<file path="config.mk">
export PLATFORM = sky130hd
export DESIGN_NAME = btb_direct
export DESIGN_NICKNAME = d
export VERILOG_FILES = /design/src/rtl/btb_pkg.sv /design/src/rtl/btb_addr_split.sv /design/src/rtl/btb_store.sv /design/src/rtl/btb_read_port.sv /design/src/rtl/btb_direct.sv
export SDC_FILE = /design/constraint.sdc
export NUM_CORES = 1
export LEC_CHECK = 0
export BUFFER_PORTS_ARGS = -buffer_cell sky130_fd_sc_hd__buf_2
export CORE_ASPECT_RATIO = 2
export CORE_MARGIN = 1.5
export CORE_UTILIZATION = 40
export CTS_BUF_LIST = sky130_fd_sc_hd__clkbuf_16
export CTS_CLUSTER_DIAMETER = 120
export CTS_CLUSTER_SIZE = 10
export DETAILED_ROUTE_END_ITERATION = 12
export PLACE_DENSITY = 0.64
export SLEW_MARGIN = 0
export SYNTH_ARGS = -nofsm -noshare
export SYNTH_HDL_FRONTEND = slang
export SYNTH_SLANG_ARGS = --single-unit
</file>
<file path="constraint.sdc">
create_clock -name clk -period 7.7 [get_ports clk]
set_clock_uncertainty 0.2 [all_clocks]
set_input_delay 0 -clock clk [delete_from_list [all_inputs] [get_ports clk]]
set_output_delay 0 -clock clk [all_outputs]
set_load 0.05 [all_outputs]
</file>
<file path="src/rtl/btb_pkg.sv">
package btb_pkg;
  // Bit position where the tag field starts, above the offset and slot fields.
  function automatic int tag_lsb(input int offset_shift, input int idx_w);
    return offset_shift + idx_w;
  endfunction
endpackage

</file>
<file path="src/rtl/btb_addr_split.sv">
module btb_addr_split #(
  parameter int ADDR_W       = 32,
  parameter int IDX_W        = 4,
  parameter int OFFSET_SHIFT = 2,
  parameter int TAG_W        = 10
) (
  input  logic [ADDR_W-1:0] pc,
  output logic [IDX_W-1:0]  idx,
  output logic [TAG_W-1:0]  tag
);
  localparam int TAG_LSB = btb_pkg::tag_lsb(OFFSET_SHIFT, IDX_W);

  logic [ADDR_W-1:0] pc_idx_sh;
  logic [ADDR_W-1:0] pc_tag_sh;

  always_comb begin
    pc_idx_sh = pc >> OFFSET_SHIFT;
    pc_tag_sh = pc >> TAG_LSB;
    idx       = pc_idx_sh[IDX_W-1:0];
    tag       = pc_tag_sh[TAG_W-1:0];
  end
endmodule

</file>
<file path="src/rtl/btb_store.sv">
module btb_store #(
  parameter int ADDR_W  = 32,
  parameter int ENTRIES = 16,
  parameter int TAG_W   = 10,
  localparam int IDX_W  = $clog2(ENTRIES)
) (
  input  logic                           clk,
  input  logic                           rst_n,
  input  logic                           wr_en,
  input  logic [IDX_W-1:0]               wr_idx,
  input  logic [TAG_W-1:0]               wr_tag,
  input  logic [ADDR_W-1:0]              wr_target,
  output logic [ENTRIES-1:0]             valid_q,
  output logic [ENTRIES-1:0][TAG_W-1:0]  tag_q,
  output logic [ENTRIES-1:0][ADDR_W-1:0] tgt_q
);
  logic [ENTRIES-1:0] wr_sel;
  logic [ENTRIES-1:0] valid_d;

  for (genvar e = 0; e < ENTRIES; e++) begin : g_ent
    // next state
    always_comb begin
      wr_sel[e]  = wr_en && (wr_idx == IDX_W'(e));
      valid_d[e] = valid_q[e] | wr_sel[e];
    end

    // valid bit: cleared by reset
    always_ff @(posedge clk or negedge rst_n) begin
      if (!rst_n) valid_q[e] <= 1'b0;
      else        valid_q[e] <= valid_d[e];
    end

    // payload: plain enable, no reset
    always_ff @(posedge clk) begin
      if (wr_sel[e]) begin
        tag_q[e] <= wr_tag;
        tgt_q[e] <= wr_target;
      end
    end
  end
endmodule

</file>
<file path="src/rtl/btb_read_port.sv">
module btb_read_port #(
  parameter int ADDR_W  = 32,
  parameter int ENTRIES = 16,
  parameter int TAG_W   = 10,
  localparam int IDX_W  = $clog2(ENTRIES)
) (
  input  logic [IDX_W-1:0]               rd_idx,
  input  logic [TAG_W-1:0]               rd_tag,
  input  logic [ENTRIES-1:0]             valid_q,
  input  logic [ENTRIES-1:0][TAG_W-1:0]  tag_q,
  input  logic [ENTRIES-1:0][ADDR_W-1:0] tgt_q,
  output logic                           hit,
  output logic [ADDR_W-1:0]              target
);
  always_comb begin
    hit    = valid_q[rd_idx] && (tag_q[rd_idx] == rd_tag);
    target = hit ? tgt_q[rd_idx] : '0;
  end
endmodule

</file>
<file path="src/rtl/btb_direct.sv">
module btb_direct #(
  parameter int ADDR_W       = 32,
  parameter int ENTRIES      = 16,
  parameter int OFFSET_SHIFT = 2,
  parameter int TAG_W        = 10
) (
  input  logic              clk,
  input  logic              rst_n,
  input  logic [ADDR_W-1:0] lk_pc,
  output logic              lk_hit,
  output logic [ADDR_W-1:0] lk_target,
  input  logic [ADDR_W-1:0] qry_pc,
  output logic              qry_hit,
  input  logic              upd_en,
  input  logic [ADDR_W-1:0] upd_pc,
  input  logic [ADDR_W-1:0] upd_target
);
  localparam int IDX_W = $clog2(ENTRIES);

  logic [IDX_W-1:0] lk_idx, qry_idx, upd_idx;
  logic [TAG_W-1:0] lk_tag, qry_tag, upd_tag;

  logic [ENTRIES-1:0]             valid_q;
  logic [ENTRIES-1:0][TAG_W-1:0]  tag_q;
  logic [ENTRIES-1:0][ADDR_W-1:0] tgt_q;
  logic [ADDR_W-1:0]              qry_target_unused;

  btb_addr_split #(.ADDR_W(ADDR_W), .IDX_W(IDX_W), .OFFSET_SHIFT(OFFSET_SHIFT),
                   .TAG_W(TAG_W)) u_split_lk (.pc(lk_pc), .idx(lk_idx), .tag(lk_tag));
  btb_addr_split #(.ADDR_W(ADDR_W), .IDX_W(IDX_W), .OFFSET_SHIFT(OFFSET_SHIFT),
                   .TAG_W(TAG_W)) u_split_qry (.pc(qry_pc), .idx(qry_idx), .tag(qry_tag));
  btb_addr_split #(.ADDR_W(ADDR_W), .IDX_W(IDX_W), .OFFSET_SHIFT(OFFSET_SHIFT),
                   .TAG_W(TAG_W)) u_split_upd (.pc(upd_pc), .idx(upd_idx), .tag(upd_tag));

  btb_store #(.ADDR_W(ADDR_W), .ENTRIES(ENTRIES), .TAG_W(TAG_W)) u_store (
    .clk(clk), .rst_n(rst_n), .wr_en(upd_en), .wr_idx(upd_idx), .wr_tag(upd_tag),
    .wr_target(upd_target), .valid_q(valid_q), .tag_q(tag_q), .tgt_q(tgt_q));

  btb_read_port #(.ADDR_W(ADDR_W), .ENTRIES(ENTRIES), .TAG_W(TAG_W)) u_rd_lk (
    .rd_idx(lk_idx), .rd_tag(lk_tag), .valid_q(valid_q), .tag_q(tag_q), .tgt_q(tgt_q),
    .hit(lk_hit), .target(lk_target));

  btb_read_port #(.ADDR_W(ADDR_W), .ENTRIES(ENTRIES), .TAG_W(TAG_W)) u_rd_qry (
    .rd_idx(qry_idx), .rd_tag(qry_tag), .valid_q(valid_q), .tag_q(tag_q), .tgt_q(tgt_q),
    .hit(qry_hit), .target(qry_target_unused));

  // The query port reports the flag only; its target path is left to trimming.
  logic unused_ok;
  always_comb unused_ok = ^qry_target_unused;
endmodule

</file>
Word level (Yosys, flattened, before mapping)
Index checks and enable logic that the tools add are counted.

Bits of input ports: 131. Word-level logic and storage cells: 113. Flip-flop bits (word level): 688.

Reductions and logical operators: 19. Magnitude comparators: 2. Multiplexer cells: 11. Equality and inequality tests: 17. Bitwise gates (word level): 16.

Operators by type and width (count): binary-select mux 32 bit (select 4 bit) (1); binary-select mux 10 bit (select 4 bit) (2); 2-to-1 mux 32 bit (2); == test 4 bit, second input constant (8); == test 10 bit (2); 2-to-1 mux 10 bit (2); logical AND 1 bit (18); == test 4 x 3 -> 1 bit, second input constant (4); OR 1 bit (16); less-than comparator 4 x 5 -> 1 bit, second input constant (2); binary-select mux 1 bit (select 4 bit) (2); == test 4 x 2 -> 1 bit, second input constant (2); == test 4 x 1 -> 1 bit, second input constant (1); zero test 4 bit (1); 2-to-1 mux 1 bit (2).

Depth between registers and ports, before layout
Gate-level depths: netlist of the first run.

Depth in word-level cells: 5. Gate-level depth with buffers: 12.

Hierarchy
From an unflattened synthesis of the first run, not the netlist that was laid out.

Cells, all modules: 1546. Area, all modules: 32247.2 um2.

By module, submodules not included: btb_store (seq. area each 20579.7 um2, area an instance 20856.3 um2, cells each 734, times used 1); btb_read_port (seq. area each 0.0 um2, area an instance 5537.8 um2, cells each 385, times used 2); btb_addr_split (seq. area each 0.0 um2, area an instance 105.1 um2, cells each 14, times used 3).

Worst setup path after synthesis of the first run
No wires, ideal clock.

Path type: input -> register. Start: input upd_pc[4]. End: register u_store.tag_q[0] (netlist bit) (enable). Library setup time: 495 ps. Path buffers: 0. Setup slack: 3587 ps. Arrival: 3418 ps. Stages on the path: 2. Required time: 7005 ps. Path through: or3b_2 > nor3_1.

Longest elaborated chain between the ends: 2.

RTL lines: start: declaration (RTL line btb_direct.sv:15) `input logic [ADDR_W-1:0] upd_pc,`; zero test 4 bit (RTL line btb_store.sv:23) `wr_sel[e] = wr_en && (wr_idx == IDX_W'(e));`; logical AND 1 bit (RTL line btb_store.sv:23); net u_store.wr_sel[0] (RTL line btb_store.sv:17) `logic [ENTRIES-1:0] wr_sel;`; end signal: indexed assignment (RTL line btb_store.sv:36) `tag_q[e] <= wr_tag;`; end: declaration (RTL line btb_store.sv:14) `output logic [ENTRIES-1:0][TAG_W-1:0] tag_q,`.

The timed path passes the listed nets, and every way through them passes these cells. A chain may end at the register's enable or synchronous reset.

Final worst setup path of the first run
Start: input lk_pc[4]. End: output lk_target[31].

Longest elaborated chain between the ends: 5. Elaborated cells on any way between the ends: 9.

RTL lines: start: declaration (RTL line btb_direct.sv:9) `input logic [ADDR_W-1:0] lk_pc,`; binary-select mux 10 bit (select 4 bit) (RTL line btb_read_port.sv:16) `hit = valid_q[rd_idx] && (tag_q[rd_idx] == rd_tag);`; 2-to-1 mux 10 bit (not written as such) (RTL line btb_read_port.sv:16); == test 10 bit (RTL line btb_read_port.sv:16); logical AND 1 bit (RTL line btb_read_port.sv:16); 2-to-1 mux 32 bit (*) (RTL line btb_read_port.sv:17) `target = hit ? tgt_q[rd_idx] : '0;`; end: declaration (RTL line btb_direct.sv:11) `output logic [ADDR_W-1:0] lk_target,`.

Mark *: on every way between the ends. The rest lies on a longest branch, timed or not. The select of a mux whose other input is x is not followed.

==> flow_summary.toml, run 1 <==
[sta]
tns_ps = 0
max_clock_freq_mhz = 212
fin_crit_ps = 4710
tightest_slew_ps = 1090
period_share = 0.612
setup_violations = 0
worst_slack_ps = 2990
timing.slew.headroom = 0.271
rsz0062_at_grt = "no"
finalHoldViolCount = 0
drv_slew = 0

[placed_design]
portBuffers = 110
dpl_cell_area_um2 = 30000
gp_congestion = 0.747
place_hpwl_um = 36400
post-place-ws_ps = 2890

[cts]
clk_transition_reported_paths_ps = 60
htreeDepth = 3
cts.repair.resized = 0
post_cts_buffers = 0
cts-root-buf = "clkbuf_16"
clock_latency_ps = 600
cts_buffers = 78
cts-hold-fix-buffers = 49
cts_tree = "done"
clock_sinks = 688
clk_path_buf_depth = 3

[pwr]
p_total_w = 0.00797
powerDensity_nw_per_um2 = 244
vdd_drop_max_mv = 0.152
p_leak_nw = 10.4

[cells_and_area]
final_cell_mix = "edfxtp_1 (672), mux4_2 (219), buf_2 (106)"
fin_nets = 1563
antenna_cells = 0
layout_commonest_cell = "edfxtp_1"
syn_to_final_growth_pct = 14.5
fillers = 5762
final_area_um2 = 32600
final_layout_size_suffix_gt1_frac = 0.356
utilization = 0.462

[route]
drt-total-wl_um = 69600
firstDrtPassIters = 5
drc = 0
avgRoutedWirePerCell_um = 29.6
ant_nets = 0
initialDrtViolationCount = 1027
via_per_inst = 5.83
vias = 13700

[synth]
yosys.cell_types.count = 47
yosysWarnings = 0
ys_seq_elements = 688
syn_area_um2 = 28500
synth_edf_count = 672
synth_nets = 1369
synth-async-reset-ratio = 0.0233
synth.area.top_cells = "edfxtp_1 (71%), mux4_2 (17%), mux4_1 (2.8%)"
synthCells = 1238
yosys.area.top_type = "edfxtp_1"
synthFlopType = "edfxtp_1"
yosys.area.top_type_share = 0.708
ys_seq_area_frac = 0.723
synth_area_per_cell_um2 = 23.0

[die]
start_util = 0.403
rows = 138
core-area_um2 = 70600
dieArea_um2 = 72900
die_h_um = 380
dieWidth_um = 192
ios = 165

[setup_path]
start_kind = "primary input"
crit_fanout = 72
path_class = "in -> out"
worst_setup_path_end_kind = "output pin"
critical_path_required_ps = 7500
reg2reg_from = "u_store.valid_q[7]"
critPathLaunch = "lk_pc[4]"
cp.arrival_ps = 4510

[min_path]
hold_path.class = "in -> reg"
hold_start = "upd_en"

[global_routing]
grt_antenna_before_repair = 4
grt_pass1_vias = 14800
grt_overflow = 0
grt_max_degree = 73
grt.total_usage = 0.194
grt_pass1_wl_um = 101000

[run]
timing.max_cap.violations = 0

[outcome]
outcome = "finished clean"
registers in the layout, summed over array words and instances (netlist names):
register         cells
u_store.valid_q     16
u_store.tag_q      160
u_store.tgt_q      512
final timing paths:
kind                            slack [ps]                   to  cells after the start
worst min register to register         300  u_store.valid_q[15]                      1
worst min-delay path                    50    u_store.tag_q[55]                      3
min in group asynchronous              360   u_store.valid_q[4]                      3
max in group asynchronous             6480  u_store.valid_q[10]                      3
worst max-delay path                  2990        lk_target[31]                     10
worst max register to register        6670   u_store.valid_q[7]                      1
logic make-up (layout without fill, tap and decap cells):
family | Yosys count | in the layout | share of synthesized area
multiplexers | 294 | 294 | 0.217
XOR/XNOR | 30 | 30 | 0.00922
buffers and inverters | 76 | 283 | 0.0173
AND/OR/NAND/NOR | 130 | 130 | 0.0277
flip-flops | 688 | 688 | 0.723
AO/OA/AOI/OAI | 20 | 20 | 0.00641
synthesized netlist by cell type (all sizes together) (4+ instances only):
cell	count
edfxtp	672
mux4	249
mux2i	40
buf	38
nor3	38
nand2	37
clkbuf	36
nor2	17
xor2	17
dfrtp	16
or2	16
xnor2	13
nand2b	6
mux2	5
a211oi	4
nand3	4
critical path: stages:
cell and delay, ps:
buf_6 550, buf_4 660, mux4_1 400, mux4_2 540
xor2_1 190, a211oi_4 840, buf_4 470, nand2_1 90
nor3_1 300, buf_2 340
power breakdown:
part / leakage (nW) / total, W / internal, W / switching [W]
sequential: 6.23 / 0.00424 / 0.00421 / 0.0000314
clock: 1.05 / 0.00316 / 0.00183 / 0.00133
combinational: 3.10 / 0.000564 / 0.000250 / 0.000314
total: 10.4 / 0.00797 / 0.00629 / 0.00168
stage by stage:
step | hold WS [ps] | std cells
after CTS | 13.0 | 2355
final | 51.2 | 2355
after detailed placement | -259 | 2213
after floorplan | -496 | 1238
after global placement | -270 | 2213
after global routing | 67.9 | 2355
cell type report:
class                           count  area, µm²  share of cell area
Sequential cell                   688      20600               0.631
Inverter                            2       7.51            0.000230
Clock buffer                       80       2000              0.0614
Timing Repair Buffer              188       1280              0.0392
Multi-Input combinational cell    474       7530               0.231
Tap cell                          910       1140              0.0349
Clock inverter                     13       76.3             0.00234
metal layers:
| layer | up-vias | share of wire | global-route usage | wire [µm] |
|---|---|---|---|---|
| li1 | 5662 | - | - | - |
| met1 | 7456 | 0.38 | 0.240 | 26500 |
| met2 | 489 | 0.54 | 0.347 | 37700 |
| met3 | 118 | 0.052 | 0.0279 | 3640 |
| met4 | 6 | 0.025 | 0.0629 | 1770 |
| met5 | - | 0.00055 | 0 | 38 |
(Power assumes the default switching activity.)
==> run 2: changes to the inputs <==
Settings changed: ABC_AREA set to 1, PLACE_DENSITY 0.64 to 0.66.
Clock period 7.7 ns to 3.95 ns, I/O delays scaled along.
==> run 2 against run 1 <==
Compared with the run above: cell area up 3.2%; sequential share of layout area down 2.0 points; flip-flop and latch count unchanged; worst hold slack better by 63 ps; largest cell class unchanged; non-clock buffer count up 23.
==> flow_summary.toml, run 2 <==
[setup_path]
critPathLaunch = "u_store.tag_q[121]"
cpPeakStageDelay_ps = 610
start_kind = "register"
worst_setup_path_end_kind = "output pin"
reg2reg_slack_ps = 2490
crit_fanout = 33
path_common_cell = "nand3_1"
critical_path_required_ps = 3750
r2r_cells = 3
crit_end = "lk_target[5]"
r2r-end = "u_store.valid_q[10]"
cp.arrival_ps = 3150
cp_cell_sequence = "or2_1, nand3_1, nand3_1, nand3_1, nand3_1, nand2_1, inv_1, nand2_1, nor2_1, nand3_2, buf_4, nor2_2, buf_2"
reg2reg_from = "u_store.valid_q[10]"
crit_path_top_delay_cell = "buf_4"
path_class = "reg -> out"

[synth]
synth_compound_area_frac = 0.126
synth-xor-area-share = 0.000297
synth_top_cells_by_count = "edfxtp_1 (672), nand2_1 (540), a21oi_1 (290)"
yosys.cell_types.count = 28
synthMuxAreaShare = 0
yosys.cell_count.top_type = "edfxtp_1"
synth.area.top_cells = "edfxtp_1 (68%), nand2_1 (6.9%), a21oi_1 (4.9%)"
synth_area_per_cell_um2 = 11.9
synth_nets = 2609
synth_top_family_by_area = "compound AO/OA/AOI/OAI gates"
synthFlopType = "edfxtp_1"
post_synth_and_or_nand_nor_area_fraction = 0.125
synthAdderAreaFrac = 0
yosysWarnings = 0
yosys.area.top_type = "edfxtp_1"
ys_seq_elements = 688
syn_area_um2 = 29500
ys_seq_area_frac = 0.698
yosys.area.top_type_share = 0.685
synth_edf_count = 672
synth-async-reset-ratio = 0.0233
synthCells = 2478

[cells_and_area]
largestRegisters = "u_store.tgt_q x512, u_store.tag_q x160, u_store.valid_q x16"
final_cells = 3529
utilization = 0.462
largest_reg_flops = 512
final_cell_mix = "edfxtp_1 (672), nand2_1 (540), a21oi_1 (290)"
final_layout_size_suffix_gt1_frac = 0.113
layout_commonest_cell = "edfxtp_1"
fin_nets = 2722
regMostFlops = "u_store.tgt_q"
syn_to_final_growth_pct = 14.2

[sta]
rsz0062_at_grt = "no"
max_clock_freq_mhz = 299
tightest_slew_ps = 1230
holdWs_ps = 114
setup_violations = 0
drv_slew = 0
finalHoldViolCount = 0
timing.slew.headroom = 0.178
tns_ps = 0
period_share = 0.848
fin_crit_ps = 3350

[die]
die_h_um = 387
rows = 140
start_util = 0.404
core-area_um2 = 72900
dieWidth_um = 195
dieArea_um2 = 75400
ios = 165

[cts]
cts_buffers = 78
cts-root-buf = "clkbuf_16"
clock_latency_ps = 610
cts.repair.resized = 0
clock_sinks = 688
htreeDepth = 3
clk_transition_reported_paths_ps = 50
clk_path_buf_depth = 3
post_cts_buffers = 0
cts_tree = "done"

[route]
drc = 0
initialDrtViolationCount = 1987
ant_nets = 0
avgRoutedWirePerCell_um = 23.3
via_per_inst = 5.92
vias = 20900
firstDrtPassIters = 5
drt-total-wl_um = 82300

[min_path]
hold_depth = 2
hold_start = "upd_target[26]"
hold_path.class = "in -> reg"

[global_routing]
grt_pass1_vias = 21500
grt_antenna_before_repair = 5
grt_overflow = 0
grt_max_degree = 158
grt_pass1_wl_um = 124000
grt.total_usage = 0.215

[run]
timing.max_cap.violations = 0

[placed_design]
portBuffers = 110
gp_congestion = 0.876
dpl.cell_count = 3378
place_hpwl_um = 43600

[pwr]
vdd_drop_max_mv = 0.241
p_leak_nw = 11.9
powerDensity_nw_per_um2 = 464

[outcome]
outcome = "finished clean"
-- run 2: final cells by class --
| class | count | area [µm²] |
|---|---|---|
| clock inverter | 12 | 115 |
| tap | 923 | 1150 |
| inverter | 152 | 584 |
| timing repair buffer | 211 | 1730 |
| multi-input combinational | 1460 | 7510 |
| antenna | 4 | 10.0 |
| clock buffer | 79 | 1980 |
| fill | 6421 | 39200 |
| sequential | 688 | 20600 |
-- run 2: report_power, final --
| part | switching (W) | leakage (nW) | internal [W] |
|---|---|---|---|
| logic | 0.000825 | 4.65 | 0.000343 |
| clock network | 0.00267 | 1.04 | 0.00355 |
| registers | 0.0000432 | 6.22 | 0.00817 |
| total | 0.00354 | 11.9 | 0.0121 |
-- run 2: how the worst min path moves through the flow --
stage | endpoint
after floorplan | u_store.valid_q[0]
after global placement | u_store.valid_q[8]
after detailed placement | u_store.valid_q[8]
after CTS | u_store.tgt_q[474]
after global routing | u_store.tgt_q[63]
final | u_store.tgt_q[506]
-- run 2: kinds of logic after synthesis --
logic type | after synthesis
simple gates | 874
flops | 688
compound gates | 585
buf+inv | 330
xor+xnor | 1
-- run 2: repair_timing --
| action | 4_1_cts | 5_1_grt |
|---|---|---|
| endpoints found under the setup margin | 0 | 0 |
| hold buffers | 56 | 0 |
| endpoints found under the hold margin | 700 | 0 |
-- run 2: worst max-delay path: cells and delay by family (launching register included) --
kind / cells / cell delay (ps)
flops: 1 / 400
buf+inv: 3 / 930
simple gates: 10 / 1200
-- run 2: layer usage --
metal / routed length (µm) / part of all wire / GRT usage / vias up
li1: - / - / - / 9223
met1: 30400 / 0.37 / 0.251 / 10300
met2: 41700 / 0.51 / 0.378 / 1100
met3: 6080 / 0.074 / 0.0306 / 245
met4: 4160 / 0.050 / 0.119 / 2
met5: 12 / 0.00015 / 0 / -
-- run 2: stage by stage --
stage               setup WS, ps  instance area, µm²  power, W
finish                       601               33700    0.0156
global route                 493               33700    0.0161
CTS                          623               33700    0.0157
detailed placement           775               31000   0.00947
global placement             786               31000   0.00942
floorplan                   1250               29500   0.00905
==> run 3: changes to the inputs <==
Settings changed: ABC_AREA 1 to 0.
Clock period 3.95 ns to 2.8 ns, I/O delays scaled along.
==> run 3 against run 2 <==
Compared with the run above: the flow now finishes with violations (negative setup slack); power is 41% higher; via count is 33% lower; largest power group unchanged; final cell count is 31% lower.
==> flow_summary.toml, run 3 (synthesis results as in run 1) <==
[outcome]
outcome = "complete, but fails checks"
failed_checks = "negative setup slack"

[setup_path]
crit_end = "lk_target[26]"
r2r-end = "u_store.valid_q[10]"
path_class = "reg -> out"
reg2reg_slack_ps = 1770
start_kind = "register"
cp.arrival_ps = 3460
worst_setup_path_end_kind = "output pin"
critical_path_required_ps = 2600
r2r_cells = 1
crit_fanout = 17
critPathLaunch = "u_store.tag_q[111]"
reg2reg_from = "u_store.valid_q[10]"

[die]
dieArea_um2 = 72900
dieWidth_um = 192
ios = 165
rows = 138
die_h_um = 380
start_util = 0.403
core-area_um2 = 70600

[pwr]
powerDensity_nw_per_um2 = 648
p_total_w = 0.0221
p_leak_nw = 11.2
vdd_drop_max_mv = 0.406

[sta]
setup_violations = 34
drv_slew = 0
period_share = 1.31
finalHoldViolCount = 0
holdWs_ps = 83.9
rsz0062_at_grt = "yes"
max_clock_freq_mhz = 274
timing.slew.headroom = 0.454
fin_crit_ps = 3660
tightest_slew_ps = 820
worst_slack_ps = -856

[placed_design]
place_hpwl_um = 38700
gp_congestion = 0.783
portBuffers = 110
dpl_cell_area_um2 = 31200

[cells_and_area]
final_cell_mix = "edfxtp_1 (672), mux4_2 (229), clkbuf_16 (80)"
largest_reg_flops = 512
fillers = 5585
regMostFlops = "u_store.tgt_q"
largestRegisters = "u_store.tgt_q x512, u_store.tag_q x160, u_store.valid_q x16"
layout_commonest_cell = "edfxtp_1"
final_area_um2 = 34000
fin_nets = 1622
syn_to_final_growth_pct = 19.5
final_layout_size_suffix_gt1_frac = 0.401

[route]
avgRoutedWirePerCell_um = 28.5
firstDrtPassIters = 5
drt-total-wl_um = 69000
vias = 14000
initialDrtViolationCount = 1554
ant_nets = 0
drc = 0
via_per_inst = 5.77

[cts]
clock_sinks = 688
clk_transition_reported_paths_ps = 60
clock_latency_ps = 590
cts_tree = "done"
cts-root-buf = "clkbuf_16"
clk_path_buf_depth = 3
cts_buffers = 78
htreeDepth = 3

[min_path]
hold_depth = 4
hold_path.class = "in -> reg"

[global_routing]
grt.total_usage = 0.194
grt_overflow = 0
grt_pass1_vias = 15300
grt_antenna_before_repair = 4
grt_pass1_wl_um = 101000
grt_max_degree = 91

[run]
timing.max_cap.violations = 0
## run 3: cell types whose count changed in the layout (fill, tap and decap cells not counted), moves of 109 or more
cell / delta
a21oi_1: -288
nand2_1: -513
mux4_2: +229
inv_1: -136
a221oi_1: -109
nand3_1: -192
## run 3: timing repair
action	in CTS	in global routing
buffers inserted	3	7
hold buffers	47	0
cloned	0	1
endpoints found under the hold margin	856	0
pin swaps	2	5
gates resized for setup	43	29
endpoints found under the setup margin	34	34
## run 3: stage by stage
stage | setup WS (ps) | setup TNS (ps) | utilization | instances
CTS | -907 | -27300 | 0.480 | 2412
global placement | -540 | -10540 | 0.441 | 2263
detailed placement | -484 | -9870 | 0.441 | 2263
finish | -856 | -26000 | 0.482 | 2422
global route | -923 | -28800 | 0.482 | 2422
floorplan | -578 | -4390 | - | 1238
## run 3: per-layer routing
layer | GRT usage | wire (µm) | vias to the layer above
met5 | 0 | 12 | -
met1 | 0.249 | 26500 | 7527
met3 | 0.0270 | 3760 | 131
met4 | 0.0755 | 2460 | 2
li1 | - | - | 5784
met2 | 0.330 | 36300 | 523
## run 3: area by class of cell
class	instances	area [µm²]	area share
Sequential cell	688	20600	0.605
Multi-Input combinational cell	474	7800	0.229
Timing Repair Buffer	247	2420	0.0712
Clock buffer	79	1980	0.0581
Tap cell	910	1140	0.0335
Clock inverter	20	100	0.00294
Inverter	2	7.51	0.000221
Antenna cell	2	5.00	0.000147
## run 3: worst min-delay path by stage
stage,start,slack (ps),end
final,upd_pc[4],80,u_store.tgt_q[117]
after global routing,upd_pc[5],100,u_store.tgt_q[113]
after CTS,upd_pc[5],60,u_store.tgt_q[122]
after detailed placement,rst_n,-270,u_store.valid_q[2]
after global placement,rst_n,-270,u_store.valid_q[3]
after floorplan,rst_n,-500,u_store.valid_q[0]
## run 3: worst max-delay path, cell delays in order (launching register included)
cell and delay [ps]:
edfxtp_1 410, mux4_2 480, mux4_2 490, xor2_1 160, or4_4 650, buf_12 240
nor3_4 230, buf_12 170
## run 3: report_power, final
part	switching, W	internal (W)
clock network	0.00365	0.00499
logic	0.000948	0.000825
registers	0.0000865	0.0116
total	0.00469	0.0174
